--- config.mk ---
export PLATFORM = sky130hd
export DESIGN_NAME = spi_align_rx
export DESIGN_NICKNAME = d
export VERILOG_FILES = /design/src/rtl/spi_align_pkg.sv /design/src/rtl/spi_in_filter.sv /design/src/rtl/spi_mode_detect.sv /design/src/rtl/spi_byte_shifter.sv /design/src/rtl/spi_align_rx.sv
export SDC_FILE = /design/constraint.sdc
export NUM_CORES = 1
export LEC_CHECK = 0
export BUFFER_PORTS_ARGS = -buffer_cell sky130_fd_sc_hd__buf_2
export CORE_AREA = 3 3 64 66
export DETAILED_ROUTE_END_ITERATION = 7
export DIE_AREA = 0 0 67 69
export GPL_ROUTABILITY_DRIVEN = 0
export GPL_TIMING_DRIVEN = 0
export PLACE_DENSITY = 0.87
export SLEW_MARGIN = 5
export SYNTH_ARGS = -nofsm -noshare
export SYNTH_HDL_FRONTEND = slang
export SYNTH_SLANG_ARGS = --single-unit
--- constraint.sdc ---
create_clock -name clk -period 3.25 [get_ports clk]
set_input_delay 0.65 -clock clk [delete_from_list [all_inputs] [get_ports clk]]
set_output_delay 0.65 -clock clk [all_outputs]
set_load 0.03 [all_outputs]
--- src/rtl/spi_align_pkg.sv ---
package spi_align_pkg;

  typedef enum logic {
    ST_ARMED = 1'b0,
    ST_QUIET = 1'b1
  } rx_state_e;

  typedef enum logic [1:0] {
    V_ACCEPT = 2'd0,
    V_PAD    = 2'd1,
    V_SLIP   = 2'd2
  } verdict_e;

  // two-of-three vote
  function automatic logic maj3(input logic [2:0] v);
    return (v[0] & v[1]) | (v[1] & v[2]) | (v[0] & v[2]);
  endfunction

endpackage

--- src/rtl/spi_in_filter.sv ---
module spi_in_filter #(
  parameter int   SYNC_STAGES = 2,
  parameter logic RST_VAL     = 1'b0
) (
  input  logic clk,
  input  logic rst_n,
  input  logic raw,
  output logic clean
);
  import spi_align_pkg::*;

  logic [SYNC_STAGES-1:0] sync_q;
  logic [2:0]             win_q;
  logic                   clean_q;

  always_ff @(posedge clk or negedge rst_n) begin
    if (!rst_n) begin
      sync_q  <= {SYNC_STAGES{RST_VAL}};
      win_q   <= {3{RST_VAL}};
      clean_q <= RST_VAL;
    end else begin
      sync_q  <= {sync_q[SYNC_STAGES-2:0], raw};
      win_q   <= {win_q[1:0], sync_q[SYNC_STAGES-1]};
      clean_q <= maj3(win_q);
    end
  end

  assign clean = clean_q;

  // a change of the cleaned output needs two agreeing window samples
  AST_VOTE_AGREES: assert property (@(posedge clk) disable iff (!rst_n)
    (clean_q != $past(clean_q)) |-> ($countones({$past(win_q) == {3{clean_q}}}) <= 1 &&
      ((($past(win_q[0]) == clean_q) + ($past(win_q[1]) == clean_q) + ($past(win_q[2]) == clean_q)) >= 2)))
    else $error("vote");

endmodule

--- src/rtl/spi_mode_detect.sv ---
module spi_mode_detect #(
  parameter int MODE_THRESH_MS = 300
) (
  input  logic clk,
  input  logic rst_n,
  input  logic ms_tick,
  input  logic first_edge,
  output logic mode3_now,
  output logic mode3_q
);
  localparam int CW = $clog2(MODE_THRESH_MS + 2);
  localparam logic [CW-1:0] SAT = CW'(MODE_THRESH_MS + 1);
  localparam logic [CW-1:0] LIM = CW'(MODE_THRESH_MS);

  logic [CW-1:0] ms_cnt;
  logic          decided;
  logic          over_w;

  assign over_w    = ms_cnt > LIM;
  assign mode3_now = decided ? mode3_q : over_w;

  always_ff @(posedge clk or negedge rst_n) begin
    if (!rst_n) begin
      ms_cnt  <= '0;
      decided <= 1'b0;
      mode3_q <= 1'b0;
    end else if (!decided) begin
      if (first_edge) begin
        decided <= 1'b1;
        mode3_q <= over_w;
      end else if (ms_tick && ms_cnt != SAT) begin
        ms_cnt <= ms_cnt + 1'b1;
      end
    end
  end

  AST_MODE_HELD: assert property (@(posedge clk) disable iff (!rst_n)
    decided |=> (decided && $stable(mode3_q))) else $error("mode held");
  AST_MODE_DEFAULT: assert property (@(posedge clk) disable iff (!rst_n)
    !decided |-> !mode3_q) else $error("mode default");
  AST_MODE_LOCK: assert property (@(posedge clk) disable iff (!rst_n)
    (!decided && first_edge) |=> (mode3_q == (ms_cnt > LIM))) else $error("mode lock");

endmodule

--- src/rtl/spi_byte_shifter.sv ---
module spi_byte_shifter #(
  parameter int BYTE_W   = 8,
  parameter int QUIET_MS = 2
) (
  input  logic              clk,
  input  logic              rst_n,
  input  logic              ms_tick,
  input  logic              sck_c,
  input  logic              mosi_c,
  input  logic              csn_c,
  input  logic              mode3,
  output logic              sel_edge,
  output logic              byte_vld,
  output logic [BYTE_W-1:0] byte_data
);
  import spi_align_pkg::*;

  localparam int BW = $clog2(BYTE_W);
  localparam int QW = $clog2(QUIET_MS + 1);
  localparam logic [BW-1:0] LAST_BIT = BW'(BYTE_W - 1);
  localparam logic [QW-1:0] QUIET_END = QW'(QUIET_MS - 1);

  function automatic verdict_e judge(input logic [BYTE_W-1:0] b);
    if (b[BYTE_W-1])  return V_ACCEPT;
    else if (b == '0) return V_PAD;
    else              return V_SLIP;
  endfunction

  rx_state_e         state;
  logic [BW-1:0]     bit_cnt;
  logic [BYTE_W-1:0] sh_q;
  logic [QW-1:0]     quiet_cnt;
  logic              fall_seen;
  logic              sck_prev;

  logic              rise_w, fall_w, any_edge_w, take_w, last_w;
  logic [BYTE_W-1:0] nxt_w;
  verdict_e          verdict_w;

  assign rise_w     = sck_c & ~sck_prev;
  assign fall_w     = ~sck_c & sck_prev;
  assign any_edge_w = rise_w | fall_w;
  assign sel_edge   = any_edge_w & ~csn_c;
  assign take_w     = (state == ST_ARMED) & ~csn_c & rise_w & (~mode3 | fall_seen);
  assign last_w     = bit_cnt == LAST_BIT;
  assign nxt_w      = {sh_q[BYTE_W-2:0], mosi_c};
  assign verdict_w  = judge(nxt_w);

  always_ff @(posedge clk or negedge rst_n) begin
    if (!rst_n) begin
      state     <= ST_ARMED;
      bit_cnt   <= '0;
      sh_q      <= '0;
      quiet_cnt <= '0;
      fall_seen <= 1'b0;
      sck_prev  <= 1'b0;
      byte_vld  <= 1'b0;
      byte_data <= '0;
    end else begin
      sck_prev <= sck_c;
      byte_vld <= 1'b0;
      unique case (state)
        ST_ARMED: begin
          if (csn_c) begin
            bit_cnt   <= '0;
            fall_seen <= 1'b0;
          end else begin
            if (fall_w) fall_seen <= 1'b1;
            if (take_w) begin
              sh_q <= nxt_w;
              if (last_w) begin
                bit_cnt <= '0;
                unique case (verdict_w)
                  V_ACCEPT: begin
                    byte_vld  <= 1'b1;
                    byte_data <= nxt_w;
                  end
                  V_SLIP: begin
                    state     <= ST_QUIET;
                    quiet_cnt <= '0;
                  end
                  default: ;
                endcase
              end else begin
                bit_cnt <= bit_cnt + 1'b1;
              end
            end
          end
        end
        ST_QUIET: begin
          if (any_edge_w) begin
            quiet_cnt <= '0;
          end else if (ms_tick) begin
            if (quiet_cnt == QUIET_END) begin
              state     <= ST_ARMED;
              bit_cnt   <= '0;
              fall_seen <= 1'b0;
              quiet_cnt <= '0;
            end else begin
              quiet_cnt <= quiet_cnt + 1'b1;
            end
          end
        end
        default: state <= ST_ARMED;
      endcase
    end
  end

  AST_STROBE_FLAG: assert property (@(posedge clk) disable iff (!rst_n)
    byte_vld |-> byte_data[BYTE_W-1]) else $error("flag");
  AST_STROBE_SINGLE: assert property (@(posedge clk) disable iff (!rst_n)
    byte_vld |=> !byte_vld) else $error("single");
  AST_QUIET_MUTE: assert property (@(posedge clk) disable iff (!rst_n)
    (state == ST_QUIET) |=> !byte_vld) else $error("mute");
  AST_QUIET_BOUND: assert property (@(posedge clk) disable iff (!rst_n)
    quiet_cnt < QW'(QUIET_MS)) else $error("quiet bound");
  AST_SEL_CLEARS: assert property (@(posedge clk) disable iff (!rst_n)
    (csn_c && state == ST_ARMED) |=> (bit_cnt == '0)) else $error("sel clear");
  AST_HIGH_IDLE_GATE: assert property (@(posedge clk) disable iff (!rst_n)
    (mode3 && !fall_seen && state == ST_ARMED && !csn_c && rise_w) |=> $stable(bit_cnt)) else $error("gate");

endmodule

--- src/rtl/spi_align_rx.sv ---
module spi_align_rx #(
  parameter int BYTE_W         = 8,
  parameter int SYNC_STAGES    = 2,
  parameter int MODE_THRESH_MS = 300,
  parameter int QUIET_MS       = 2
) (
  input  logic              clk,
  input  logic              rst_n,
  input  logic              ms_tick,
  input  logic              sck_in,
  input  logic              mosi_in,
  input  logic              cs_n_in,
  output logic              byte_vld,
  output logic [BYTE_W-1:0] byte_data,
  output logic              mode3_sel
);
  localparam int          LANES    = 3;
  localparam logic [2:0]  LANE_RST = 3'b100; // select idles high

  logic [LANES-1:0] raw_w;
  logic [LANES-1:0] clean_w;
  logic             sel_edge_w;
  logic             mode3_now_w;

  assign raw_w = {cs_n_in, mosi_in, sck_in};

  for (genvar i = 0; i < LANES; i++) begin : g_lane
    spi_in_filter #(
      .SYNC_STAGES(SYNC_STAGES),
      .RST_VAL    (LANE_RST[i])
    ) u_filt (
      .clk  (clk),
      .rst_n(rst_n),
      .raw  (raw_w[i]),
      .clean(clean_w[i])
    );
  end

  spi_mode_detect #(
    .MODE_THRESH_MS(MODE_THRESH_MS)
  ) u_mode (
    .clk       (clk),
    .rst_n     (rst_n),
    .ms_tick   (ms_tick),
    .first_edge(sel_edge_w),
    .mode3_now (mode3_now_w),
    .mode3_q   (mode3_sel)
  );

  spi_byte_shifter #(
    .BYTE_W  (BYTE_W),
    .QUIET_MS(QUIET_MS)
  ) u_shift (
    .clk      (clk),
    .rst_n    (rst_n),
    .ms_tick  (ms_tick),
    .sck_c    (clean_w[0]),
    .mosi_c   (clean_w[1]),
    .csn_c    (clean_w[2]),
    .mode3    (mode3_now_w),
    .sel_edge (sel_edge_w),
    .byte_vld (byte_vld),
    .byte_data(byte_data)
  );

endmodule

==> flow_summary.ini, run 1 <==
[grt]
grt_overflow = 0
grt_start_max_net_pins = 54
antenna_found_initial = 0
grt_pass1_vias = 1270
grt_use_total_pct = 16.83
grt_pass1_wl_um = 5940

[synthesis]
yosys_register_bits = 53
syn_inst = 153
synth_flop_cell = dfrtp_1
synthesis.nets = 166
synth_xor_area_share_pct = 3.571
synth_edf_count = 0
yosys_warnings = 0
synthAdderAreaFrac_pct = 5.329
ys_seq_area_share_pct = 60.43
synth_top_family_by_area = multiplexers
muxShareOfSynthArea_pct = 11.22
netlist_area_sq_um = 2207
synth_compound_area_share_pct = 7.086
syn-mean-instance-area_sq_um = 14.43
async_flop_share_pct = 100.0
synthSimpleGateAreaFrac_pct = 9.637
ys_types = 45

[floorplanning]
fp.dieW_um = 67
die_area_sq_um = 4623
rows = 22
initial_utilization_pct = 60.74
coreArea_sq_um = 3633
die_h_um = 69
io_pins = 16

[worst_setup_path]
cp_max_fo = 9
ff2ff_path_depth = 5
rrSetupSlack_ns = 1.32
required_ns = 3.44
setup.worst_path.end_class = register
worstSetupStartpointType = register
crit_arrival_ns = 2.12
r2r_end = u_shift.byte_data[6]
r2r_start = u_mode.ms_cnt[4]
crit_type = register to register

[sta]
fin_crit_ns = 1.930
max_slew_margin_pct = 25.67
skew_ns = 0.01036
finalSetupTns_ns = 0
setup_viol = 0
rsz0062_at_grt = false
worstMarginPinSlew_ns = 1.115
fin_hold_ws_ns = 0.3583
max_freq_mhz = 518.0
slew_violations = 0
period_share_pct = 59.40
hold_viol = 0

[placed_design]
portBuffers = 15
post_dp_cell_area_sq_um = 2342
place_hpwl_um = 2362

[cts]
postCtsHoldBufs = 0
cts_buffer_depth = 2
cts_root_buf = clkbuf_8
post-cts-setup-buffer-count = 0
htree_levels = 2
cts-resized-gates = 0
clk_latency_ns = 0.30
cts_tree = yes
cts.sinks = 53
clk_pin_slew_ns = 0.09
cts_buffers = 5

[route]
via_count = 1227
wl_per_cell_um = 15.14
drt_pass1_iterations = 4
drt-vias-per-instance = 5.478
drt.antenna.violating_nets = 0
wl_um = 3392
drc = 0
drtIter0Drc = 61

[finish]
drive_gt1_share_pct = 32.39
fin_area_sq_um = 2439
final_nets = 188
area_growth_pct = 10.49
antenna_cells = 0
final_common_cell = dfrtp_1
final_cell_mix = 47 x dfrtp_1, 15 x buf_2, 13 x mux2_4, 9 x nand2_1, 8 x inv_1

[min_path]
hp-start = g_lane[1].u_filt.sync_q[0]
hold_path.class = register to register
hold_end = g_lane[1].u_filt.sync_q[1]
hold_depth = 0

[flow_run]
drv_cap = 0

[power_and_ir_drop]
leakagePower_nw = 1.166
power_density_nw_per_um2 = 631.6
ir_drop_mv = 0.4460

[outcome]
status = completed
cell usage after synthesis (2+ instances only):
library cell	number	area share (%)
dfstp_2	6	7.1
mux2_4	13	8.8
nand4_1	2	0.57
mux2i_1	3	1.4
ha_1	7	4.0
o2111ai_1	2	0.79
nor2_1	7	1.2
nor2b_1	2	0.57
buf_6	2	1.0
and3_1	2	0.57
xnor2_1	4	1.6
xor2_1	5	2.0
dfrtp_1	47	53
mux2_2	2	1.0
o211ai_1	2	0.68
inv_1	8	1.4
maj3_1	3	1.4
nand2_1	9	1.5
worst max-delay path, cell delays in order (launching register included):
cell and delay (ns):
dfrtp_1 0.37, buf_4 0.16, a211oi_2 0.30, o221ai_2 0.23, a21oi_4 0.42, mux2_4 0.34
report_power, final:
part / internal [mW] / switching, mW
logic: 0.159 / 0.142
clock network: 0.173 / 0.201
registers: 0.763 / 0.102
total: 1.10 / 0.445
cells by family (layout without fill, tap and decap cells):
kind of cell,count (synthesis),after routing
AOI/OAI and AO/OA,18,18
xor gates and xnor gates,9,9
adders and majority gates,10,10
buffers and inverters,11,34
DFF,53,53
muxes,18,18
and+or+nand+nor,34,34
final cells by class:
class | count | area (sq um)
Inverter | 8 | 30.03
Fill cell | 273 | 1195
Timing Repair Buffer | 15 | 75.07
Tap cell | 48 | 60.06
Buffer | 3 | 30.03
Clock buffer | 6 | 82.58
Multi-Input combinational cell | 89 | 813.3
Sequential cell | 53 | 1334
Clock inverter | 2 | 13.76
through the flow:
stage,power (mW),utilization (%),cells,worst slack (ns)
2_1_floorplan,1.090,-,153,1.466
3_3_place_gp,1.148,64.46,216,1.378
3_5_place_dp,1.180,64.46,216,1.334
4_1_cts,1.558,67.11,224,1.326
5_1_grt,1.628,67.11,224,1.233
6_report,1.540,67.11,224,1.320
flip-flops by register name (all words and copies together) (netlist names), 2 cells and up:
name                  cells
u_shift.bit_cnt           3
u_shift.quiet_cnt         2
g_lane.u_filt.win_q       9
g_lane.u_filt.clean       3
u_shift.byte_data         8
g_lane.u_filt.sync_q      6
u_shift.sh_q              7
u_mode.ms_cnt             9
worst max path at each step:
stage	from	endpoint
after floorplan	u_mode.ms_cnt[1]	u_mode.ms_cnt[1]
after global placement	u_mode.ms_cnt[4]	u_shift.byte_data[5]
after detailed placement	u_mode.ms_cnt[4]	u_shift.byte_data[6]
after CTS	u_mode.ms_cnt[4]	u_shift.byte_data[6]
after global routing	u_mode.ms_cnt[4]	u_shift.byte_data[6]
final	u_mode.ms_cnt[4]	u_shift.byte_data[6]
metal layers:
metal | track usage, % | up-vias | part of all wire, %
met5 | 0 | - | 0
met4 | 5.856 | 0 | 0.71
met3 | 4.886 | 2 | 4.0
met2 | 25.22 | 20 | 49
met1 | 23.31 | 626 | 47
li1 | - | 579 | -
(Power assumes the default switching activity.)
==> run 2, diff against run 1 <==
Settings changed: ABC_AREA set to 1, CORE_AREA 3 3 64 66 to 3 3 66 68, DIE_AREA 0 0 67 69 to 0 0 69 71, PLACE_DENSITY 0.87 to 0.82.
Clock period 3.25 ns to 2.02 ns, I/O delays scaled along.
==> run 2 against run 1 <==
  * Core utilization shrank 5.6 points
  * Count of clock-buffer cells in the layout shrank 1
  * Largest cell class unchanged
  * Via count grew 11%
  * First-iteration DRC count grew 62%
  * Critical endpoint is now u_mode.ms_cnt[6]
  * Die area grew 6.0%
  * Highest routed layer unchanged
  * Fmax grew 5.6%
  * Non-clock buffer count is the same
==> flow_summary.ini, run 2 <==
[cts]
cts_buffers = 5
cts_root_buf = clkbuf_8
cts_tree = yes
htree_levels = 2
post-cts-setup-buffer-count = 0
cts_buffer_depth = 2
cts.sinks = 53
clk_latency_ns = 0.31
cts-resized-gates = 0
postCtsHoldBufs = 0
clk_pin_slew_ns = 0.09

[power_and_ir_drop]
internal_power_mw = 1.694
seqPwrFrac_pct = 54.6
switching_share_pct = 33.10
ir_drop_mv = 0.7281
clockPowerShare_pct = 23.3
p_switching_mw = 0.8383
power_density_nw_per_um2 = 1052
leakagePower_nw = 1.198
comb_power_share_pct = 22.1

[synthesis]
synthesis.nets = 220
synth_flop_cell = dfrtp_1
yosysMostFrequentCell = dfrtp_1
syn_inst = 207
synth_edf_count = 0
synthTopCellsByCount = 47 x dfrtp_1, 36 x nand2_1, 26 x inv_1
yosys-top-cells-area = dfrtp_1 54%, dfstp_2 7.2%, nand2_1 6.2%
ys_types = 25
async_flop_share_pct = 100.0
yosysTopAreaCell = dfrtp_1
netlist_area_sq_um = 2175
ys_seq_area_share_pct = 61.33
syn-mean-instance-area_sq_um = 10.51
yosys_register_bits = 53
synth_top_area_share_pct = 54.09
yosys_warnings = 0

[placed_design]
place_hpwl_um = 2197
portBuffers = 15

[finish]
final_common_cell = dfrtp_1
final_nets = 242
post-route-util_pct = 61.51
final_cell_mix = 47 x dfrtp_1, 36 x nand2_1, 26 x inv_1, 17 x nor2_1, 15 x buf_2
drive_gt1_share_pct = 23.48
antenna_cells = 0
top_regs = g_lane.u_filt.win_q (9), u_mode.ms_cnt (9), u_shift.byte_data (8)
area_growth_pct = 10.70

[floorplanning]
die_h_um = 71
fp.dieW_um = 69
initial_utilization_pct = 55.56
coreArea_sq_um = 3914
die_area_sq_um = 4899
io_pins = 16
rows = 23

[route]
drc = 0
drtIter0Drc = 99
wl_per_cell_um = 11.02
drt-vias-per-instance = 4.861
via_count = 1361
wl_um = 3085
drt.antenna.violating_nets = 0
drt_pass1_iterations = 4

[worst_setup_path]
crit_arrival_ns = 2.02
setup.worst_path.end_class = register
required_ns = 2.21
cp_max_fo = 7
rrSetupSlack_ns = 0.19
worstSetupStartpointType = register
ff2ff_path_depth = 8
r2r_end = u_mode.ms_cnt[6]
crit_type = register to register
r2r_start = g_lane[0].u_filt.clean

[min_path]
hold_path.class = input port to register
hold_end = g_lane[2].u_filt.sync_q[0]
hp-start = cs_n_in
hold_depth = 1

[grt]
grt_pass1_wl_um = 5775
grt_start_max_net_pins = 54
antenna_found_initial = 0
grt_use_total_pct = 14.78
grt_overflow = 0
grt_pass1_vias = 1403

[sta]
period_share_pct = 90.50
setup_viol = 0
fin_crit_ns = 1.828
worstMarginPinSlew_ns = 1.104
finalSetupTns_ns = 0
hold_viol = 0
slew_violations = 0
max_freq_mhz = 547.0
skew_ns = 0.009674
rsz0062_at_grt = false
max_slew_margin_pct = 26.39

[flow_run]
drv_cap = 0

[outcome]
status = completed
[run 2: cell types whose count changed in the layout (fill, tap and decap cells not counted), moves of 7 or more]
cell,delta
mux2_4,-13
o21ai_2,+7
nor2_1,+10
nand2_1,+27
nand3_1,+7
inv_1,+18
o21ai_1,+8
[run 2: how the worst max path moves through the flow]
stage	start	endpoint	slack (ns)	depth (start not counted)
finish	g_lane[0].u_filt.clean	u_mode.ms_cnt[6]	0.19	8
global route	g_lane[0].u_filt.clean	u_mode.ms_cnt[6]	0.04	8
CTS	g_lane[0].u_filt.clean	u_mode.ms_cnt[6]	0.15	8
detailed placement	g_lane[0].u_filt.clean	u_mode.ms_cnt[6]	0.17	8
global placement	g_lane[0].u_filt.clean	u_mode.ms_cnt[6]	0.20	8
floorplan	g_lane[0].u_filt.clean	u_mode.ms_cnt[6]	0.42	8
[run 2: cell type report]
cell class	count	area, sq um
Fill cell	325	1506
Multi-Input combinational cell	121	699.4
Clock inverter	3	21.27
Sequential cell	53	1334
Buffer	3	33.78
Inverter	30	112.6
Clock buffer	5	68.82
Timing Repair Buffer	15	75.07
Tap cell	50	62.56
[run 2: cell families after synthesis]
kind of cell | synth area share, %
XOR/XNOR | 3.222
AND/OR/NAND/NOR | 16.51
AO/OA/AOI/OAI | 6.271
flip-flops | 61.33
adder cells (fa/ha/maj) | 5.408
multiplexers | 0.5178
buffers and inverters | 6.731
[run 2: through the flow]
stage	hold slack (ns)	area (sq um)	power, mW	setup slack [ns]	cells
2_1_floorplan	0.1084	2175	1.817	0.4233	207
3_3_place_gp	0.3317	2312	1.938	0.2048	272
3_5_place_dp	0.3355	2312	1.966	0.1713	272
4_1_cts	0.1747	2402	2.572	0.1470	280
5_1_grt	0.1629	2407	2.752	0.04471	280
6_report	0.1884	2407	2.532	0.1918	280
[run 2: power groups by stage]
stage / Combinational, mW / Clock [mW] / Sequential, mW
2_1_floorplan: 0.423 / 0 / 1.39
3_3_place_gp: 0.541 / 0 / 1.40
3_5_place_dp: 0.563 / 0 / 1.40
4_1_cts: 0.567 / 0.621 / 1.38
5_1_grt: 0.669 / 0.669 / 1.41
6_report: 0.560 / 0.591 / 1.38
[run 2: layer usage]
layer / GRT usage (%) / vias to the layer above / routed length [um] / share of wire [%]
li1: - / 687 / - / -
met1: 16.90 / 651 / 1363 / 44
met2: 25.42 / 17 / 1548 / 50
met3: 5.256 / 6 / 121 / 3.9
met4: 5.857 / 0 / 50 / 1.6
met5: 0 / - / 0 / 0
[run 2: worst max-delay path, stage by stage (launching register included)]
cell     delay (ns)
dfrtp_1        0.38
inv_1          0.05
ha_1           0.37
o21ai_1        0.12
nor2_1         0.11
nand2_1        0.21
nor2_4         0.18
nand4_1        0.12
xor2_1         0.16
